--- src/rtl/dsp_dma_engine.sv ---
module dsp_dma_engine #(
  parameter logic [15:0] MAX_BYTES  = 16'h4000,
  parameter int          IMEM_ABITS = 28,
  parameter int          DMEM_ABITS = 31
) (
  input  logic        clk,
  input  logic        rst_n,
  input  logic        reg_wr,
  input  logic [2:0]  reg_addr,
  input  logic [15:0] reg_wdata,
  output logic [15:0] reg_rdata,
  input  logic [15:0] dma_mask,
  output logic        done,
  output logic        err,
  output logic        mm_req,
  output logic        mm_we,
  output logic [31:0] mm_addr,
  output logic [15:0] mm_wdata,
  input  logic [15:0] mm_rdata,
  input  logic        mm_ready,
  output logic        dm_req,
  output logic        dm_we,
  output logic        dm_imem,
  output logic [15:0] dm_addr,
  output logic [15:0] dm_wdata,
  input  logic [15:0] dm_rdata,
  input  logic        dm_ready
);
  localparam logic [2:0]  RA_HI   = 3'd0;
  localparam logic [2:0]  RA_LO   = 3'd1;
  localparam logic [2:0]  RA_DSP  = 3'd2;
  localparam logic [2:0]  RA_CTRL = 3'd3;
  localparam logic [2:0]  RA_LEN  = 3'd4;
  localparam logic [31:0] IMEM_MASK = 32'((64'd1 << IMEM_ABITS) - 64'd1);
  localparam logic [31:0] DMEM_MASK = 32'((64'd1 << DMEM_ABITS) - 64'd1);

  typedef enum logic [1:0] {S_IDLE, S_READ, S_WRITE} state_t;

  state_t      st_q;
  logic [15:0] hi_q, lo_q, dsp_q, len_q, off_q, buf_q;
  logic [1:0]  mode_q, run_q;
  logic        done_q, err_q;
  logic        busy, len_wr, over, start, to_cpu, src_ok, dst_ok, last;
  logic [15:0] src_data;
  logic [31:0] mm_base;

  assign busy   = st_q != S_IDLE;
  assign len_wr = reg_wr && reg_addr == RA_LEN && !busy;
  assign over   = reg_wdata > MAX_BYTES;
  assign start  = len_wr && dma_mask == 16'd0 && !over &&
                  reg_wdata != 16'd0 && mode_q != 2'b11;

  assign to_cpu   = run_q[0];
  assign mm_base  = {hi_q, lo_q} + {16'd0, off_q};
  assign mm_addr  = mm_base & (run_q[1] ? IMEM_MASK : DMEM_MASK);
  assign dm_addr  = (dsp_q << 1) + off_q;
  assign dm_imem  = run_q[1];

  assign mm_req   = (st_q == S_READ && !to_cpu) || (st_q == S_WRITE && to_cpu);
  assign dm_req   = (st_q == S_READ && to_cpu)  || (st_q == S_WRITE && !to_cpu);
  assign mm_we    = st_q == S_WRITE;
  assign dm_we    = st_q == S_WRITE;
  assign mm_wdata = buf_q;
  assign dm_wdata = buf_q;

  assign src_data = to_cpu ? dm_rdata : mm_rdata;
  assign src_ok   = to_cpu ? dm_ready : mm_ready;
  assign dst_ok   = to_cpu ? mm_ready : dm_ready;
  assign last     = len_q <= 16'd2;

  assign done = done_q;
  assign err  = err_q;

  always_comb begin
    case (reg_addr)
      RA_HI:   reg_rdata = hi_q;
      RA_LO:   reg_rdata = lo_q;
      RA_DSP:  reg_rdata = dsp_q;
      RA_CTRL: reg_rdata = {13'd0, busy, mode_q};
      RA_LEN:  reg_rdata = len_q;
      default: reg_rdata = 16'd0;
    endcase
  end

  always_ff @(posedge clk or negedge rst_n) begin
    if (!rst_n) begin
      hi_q   <= 16'd0;
      lo_q   <= 16'd0;
      dsp_q  <= 16'd0;
      mode_q <= 2'b00;
    end else if (reg_wr) begin
      if (reg_addr == RA_CTRL) mode_q <= reg_wdata[1:0];
      if (!busy) begin
        if (reg_addr == RA_HI)  hi_q  <= reg_wdata;
        if (reg_addr == RA_LO)  lo_q  <= reg_wdata;
        if (reg_addr == RA_DSP) dsp_q <= reg_wdata;
      end
    end
  end

  always_ff @(posedge clk or negedge rst_n) begin
    if (!rst_n) begin
      st_q   <= S_IDLE;
      len_q  <= 16'd0;
      off_q  <= 16'd0;
      buf_q  <= 16'd0;
      run_q  <= 2'b00;
      done_q <= 1'b0;
      err_q  <= 1'b0;
    end else begin
      done_q <= 1'b0;
      case (st_q)
        S_IDLE: begin
          if (start) begin
            st_q  <= S_READ;
            len_q <= reg_wdata;
            off_q <= 16'd0;
            run_q <= mode_q;
            err_q <= 1'b0;
          end else if (len_wr) begin
            len_q  <= 16'd0;
            done_q <= 1'b1;
            err_q  <= dma_mask == 16'd0 && over;
          end
        end
        S_READ: begin
          if (src_ok) begin
            buf_q <= {src_data[7:0], src_data[15:8]};
            st_q  <= S_WRITE;
          end
        end
        S_WRITE: begin
          if (dst_ok) begin
            off_q <= off_q + 16'd2;
            if (last) begin
              len_q  <= 16'd0;
              st_q   <= S_IDLE;
              done_q <= 1'b1;
            end else begin
              len_q <= len_q - 16'd2;
              st_q  <= S_READ;
            end
          end
        end
        default: st_q <= S_IDLE;
      endcase
    end
  end
endmodule

--- config.mk ---
export PLATFORM = sky130hd
export DESIGN_NAME = dsp_dma_engine
export DESIGN_NICKNAME = d
export VERILOG_FILES = /design/src/rtl/dsp_dma_engine.sv
export SDC_FILE = /design/constraint.sdc
export NUM_CORES = 1
export LEC_CHECK = 0
export BUFFER_PORTS_ARGS = -buffer_cell sky130_fd_sc_hd__buf_2
export CAP_MARGIN = 20
export CORE_MARGIN = 3
export CORE_UTILIZATION = 40
export CTS_BUF_LIST = sky130_fd_sc_hd__clkbuf_16
export DETAILED_ROUTE_END_ITERATION = 8
export GPL_ROUTABILITY_DRIVEN = 0
export GPL_TIMING_DRIVEN = 0
export PLACE_DENSITY = 0.64
export SLEW_MARGIN = 25
export SYNTH_ARGS = -nofsm -noshare
export SYNTH_HDL_FRONTEND = slang
export SYNTH_SLANG_ARGS = --single-unit
--- constraint.sdc ---
create_clock -name clk -period 3.2 [get_ports clk]
set_input_delay 0.64 -clock clk [delete_from_list [all_inputs] [get_ports clk]]
set_output_delay 0.64 -clock clk [all_outputs]
set_load 0.01 [all_outputs]
# Word-level counts from Yosys, hierarchy flattened
# Index checks and enable logic that the tools add are counted.
totals:
  reg_bits: 104
  output_inout_bits: 103
classes:
  n_addsub: 4
  n_lt_le_gt_ge: 2
  n_eq_ne: 11
  muxes: 25
  n_bitwise: 2
  reduce_logical: 33
op_table:
  columns: ["cell", "n"]
  rows:
  - ["$mux W16", 7]
  - ["$pmux W16 S5", 1]
  - ["$pmux W16 S2", 2]
  - ["$add A32 B16 Y32", 1]
  - ["$and A32 B31 Y32", 1]
  - ["$mux W31", 1]
  - ["$reduce_and A3 Y1", 6]
  - ["$add A16 B16 Y16", 1]
  - ["$add A16 B2 Y16 const B", 1]
  - ["$gt A16 B15 Y1 const B", 1]
  - ["$le A16 B2 Y1 const B", 1]
  - ["$logic_not A16 Y1", 1]
  - ["$reduce_bool A16 Y1", 1]
  - ["$sub A16 B2 Y16 const B", 1]
  - ["$logic_and A1 B1 Y1", 11]
  - ["$mux W1", 9]
  - ["$reduce_and A2 Y1", 4]
  - ["$eq A3 B2 Y1 const B", 2]
  - ["$mux W2", 3]
  - ["$ne A2 B2 Y1 const B", 3]
  - ["$pmux W2 S3", 1]
  - ["$reduce_bool A2 Y1", 3]
  - ["$eq A3 B1 Y1 const B", 1]
  - ["$eq A3 B3 Y1 const B", 1]
  - ["10 further kinds", 13]

# Longest topological paths before layout
depth:
  depth_word: 9
  ltp_mapped: 9
  depth_no_buf: 9

# Worst setup path after synthesis
# No wires, ideal clock.
synth_path:
  kind: "reg-to-output"
  start: "register off_q[2]"
  end: "output mm_addr[22]"
  arrival_ns: 2.493
  required_ns: 2.560
  slack_ns: 0.067
  stages_incl_launch_ff: 10
  n_path_buf: 1
  cell_sequence: "dfrtp_1 -> ha_1 -> a21oi_1 -> nor2_1 -> o41ai_1 -> a21oi_1 -> o21ai_1 -> buf_2 -> nor2_1 -> xnor2_1"
synth_between:
  elab_chain_len: 2
synth_lines:
  columns: ["element", "line", "text"]
  rows:
  - ["start: declaration", "40", "logic [15:0] hi_q, lo_q, dsp_q, len_q, off_q, buf_q;"]
  - ["start signal: assignment", "134", "off_q <= off_q + 16'd2;"]
  - ["$add A32 B16 Y32", "54", "assign mm_base = {hi_q, lo_q} + {16'd0, off_q};"]
  - ["$and A32 B31 Y32", "55", "assign mm_addr = mm_base & (run_q[1] ? IMEM_MASK : DMEM_MASK);"]
  - ["end: declaration", "17", "output logic [31:0] mm_addr,"]
# Every way passes these cells.

# Worst setup path after layout
layout_path:
  start: "register lo_q[7]"
  end: "output mm_addr[28]"
layout_between:
  elab_chain_len: 2
layout_lines:
  columns: ["element", "line", "text"]
  rows:
  - ["start: declaration", "40", null]
  - ["start signal: assignment", "95", "if (reg_addr == RA_LO) lo_q <= reg_wdata;"]
  - ["$add A32 B16 Y32", "54", null]
  - ["$and A32 B31 Y32", "55", null]
# Every way passes these cells.

==> run summary <==
clk_skew: 0.00559 ns
synthesized flop and latch total: 103
prevailing post-synth register cell: dfrtp_1
internal power: 3.33 mW
outcome: finished, violations left
total power divided by cell area: 604 nW/um^2
Synth area leaders: dfrtp_1 (38%), ha_1 (5.7%), mux2_1 (5.6%)
layout cell share with drive strength beyond 1: 33.5%
Async S/R FF share, synth: 100%
CP Launch Type: register
Final Hold Vio Count: 0
Max clock buf depth: 2
Setup WS pre-CTS: -0.915 ns
critical path type: register to primary output
Pre-antenna DRT Iters: 5
Placed Instances: 1116
Hold Path Class: input port to async pin
worst vdd ir: 0.000465 V
Net Switching: 1.98 mW
CTS sink cnt: 103
worst slew pin tran: 0.770 ns
fin nets: 1043
Gate power share: 42.4%
leak pwr: 4.08 nW
initial antenna violation count: 0
reg-to-reg slack, setup: 0.50 ns
# IOs: 175
# DRC: 0
Synth Warn #: 0
area of the core: 16200 um^2
Avg Inst Size Synth: 9.33 um^2
critical path, cell by cell: ha_4 > o211ai_1 > a21boi_2 > o41ai_4 > a21oi_2 > o21ai_4 > buf_6 > or4_4 > a21oi_2 > buf_2
reg2reg start: st_q[1]
maximum fanout along the worst path: 4
switching fraction of total power: 37.3%
R2R depth: 8
overall routing resource usage: 23.1%
Final ANT Viol Nets: 0
initial core utilization: 41.8%
simple-gate share of the synthesized area: 15.9%
Synth Area in XOR/XNOR: 5.81%
Tmin final: 3.47 ns
CTS buffer count: 9
clock transition at the registers of the reported paths: 0.07 ns
Final Cycle Share: 108%
Slew Limit Headroom: 48.7%
Hold Buf Count CTS: 0
RSZ-0062 raised after global routing: true
Die H: 136 um
Synth Area in Compound Gates: 15.2%
H-tree depth: 3
Port Buf Inserts: 171
cell at the root of the clock tree: clkbuf_16
first-pass GRT wire length: 33400 um
proportion of power drawn by the clock network: 20.7%
fin cells: 1159
Synth Cell Area: 6790 um^2
Final WS setup: -0.269 ns
Mapped Cells: 727
DR WL/cell: 18.5 um
GRT Residual Overflow: 0
most frequent cell after synthesis: dfrtp_1
n_diodes: 0
failing checks: negative setup slack
Yosys top cell area share: 38.0%
Post-Synth Adder-Cell Area: 6.01%
Filler cells: 1506
First DRT Iteration DRCs: 405
crit-path most repeated cell: a21oi_2
Distinct cells, synth: 62
FP Rows: 46
Chip Width: 136 um
Max stage delay on crit path: 0.50 ns
total wire length: 21500 um
Post-synth top cells: dfrtp_1 (103), nor2_1 (74), a21oi_1 (67)
Buf/Inv on CP: 2
Synth-to-Final Area Change: 29.3%
Via Count: 6328
CP endpoint kind: primary output
pin count of the biggest net entering global routing: 68
Pins Over Slew Limit: 0
Post-synth EDFFs: 0
Final setup viols: 22
Worst path top cell family by delay: compound AO/OA/AOI/OAI gates
hpwl dp: 16100 um
sequential cell area: 2590 um^2
CP max-delay cell: or4_4
setup TNS: -2.10 ns
multiplexer area fraction after synthesis: 14.4%
Seq pwr share: 36.9%
clock insertion delay at the later pin of the skew report: 0.35 ns
Max Cap Viol: 0
Synth area leader: dfrtp_1
FMAX: 0.288 GHz
multi-input logic area: 4190 um^2
Die Area: 18600 um^2
post-synthesis sequential area ratio: 38.0%
vias in the first global route: 6161
largest family of logic cells by synthesized area: simple AND/OR/NAND/NOR gates
worst path arrival time: 2.83 ns
Hold Slack: 0.185 ns
vias per inst: 5.46
Crit Reg-Reg Endpoint: off_q[6]
Required @ worst endpoint: 2.56 ns
CTS tree: done
==> worst max-delay path by stage <==
stage	from	to	slack (ns)	depth (start not counted)
6_report	lo_q[7]	mm_addr[28]	-0.27	10
4_1_cts	lo_q[8]	mm_addr[27]	-0.34	9
2_1_floorplan	off_q[2]	mm_addr[22]	0.07	9
3_5_place_dp	off_q[2]	mm_addr[27]	-0.91	10
3_3_place_gp	off_q[2]	mm_addr[27]	-0.88	10
5_1_grt	lo_q[7]	mm_addr[28]	-0.35	10
==> cells in the final DEF, fill, tap and decap left out, types with 11 or more instances in the layout <==
| cell type | n |
|---|---|
| a21oi_1 | 63 |
| buf_2 | 170 |
| buf_4 | 45 |
| clkbuf_1 | 20 |
| dfrtp_1 | 91 |
| dfrtp_2 | 12 |
| ha_1 | 22 |
| inv_1 | 11 |
| mux2_1 | 33 |
| mux2_2 | 21 |
| mux2i_1 | 36 |
| nand2_1 | 49 |
| nand3_1 | 12 |
| nor2_1 | 72 |
| nor3_1 | 17 |
| o21ai_0 | 37 |
| o21ai_1 | 18 |
| xnor2_1 | 22 |
| xor2_1 | 21 |
==> kinds of logic after synthesis <==
group,after synthesis
AND/OR/NAND/NOR,221
AO/OA/AOI/OAI,175
adder cells (fa/ha/maj),32
other,1
multiplexers,91
flip-flops,103
XOR/XNOR,45
buffers and inverters,59
==> power groups by stage <==
stage               registers [mW]  logic [mW]  clock network (mW)
floorplan                     1.89        1.23                   0
global placement              1.97        1.99                   0
detailed placement            1.97        2.02                   0
CTS                           1.95        2.23                1.11
global route                  1.99        2.46                1.16
finish                        1.95        2.25                1.10
==> metal layers <==
metal	routed length [um]	up-vias	track usage, %
met5	0	-	0
met4	477	0	8.17
met3	1340	37	4.00
met2	10300	230	37.7
met1	9350	3041	31.0
li1	-	3020	-
==> flip-flops by register name, indices dropped and copies added (netlist names) <==
| name | count |
|---|---|
| dm_wdata | 16 |
| done | 1 |
| dsp_q | 16 |
| err | 1 |
| hi_q | 16 |
| len_q | 16 |
| lo_q | 16 |
| mode_q | 2 |
| off_q | 15 |
| run_q | 2 |
| st_q | 2 |
==> per-stage QoR <==
stage	power, mW	cell area (um^2)	utilization [%]
6_report	5.30	8770	54.1
5_1_grt	5.62	8770	54.1
4_1_cts	5.29	8610	53.0
3_5_place_dp	3.99	7950	49.0
3_3_place_gp	3.96	7920	48.8
2_1_floorplan	3.12	6790	-
==> final cells by class <==
cell class,instances,area share [%]
sequential,103,29.5
clock inverter,6,0.699
buffer,48,3.14
inverter,11,0.471
multi-input combinational,566,47.7
timing repair buffer,200,12.8
clock buffer,9,2.57
tap,216,3.08
==> what timing repair did <==
action | 4_1_cts | 5_1_grt
pin swaps | 23 | 18
buffers inserted | 17 | 11
hold endpoints to repair | 0 | 0
setup endpoints to repair | 31 | 27
resized for setup | 44 | 20
Note: power is estimated with default switching activity, not from simulation.
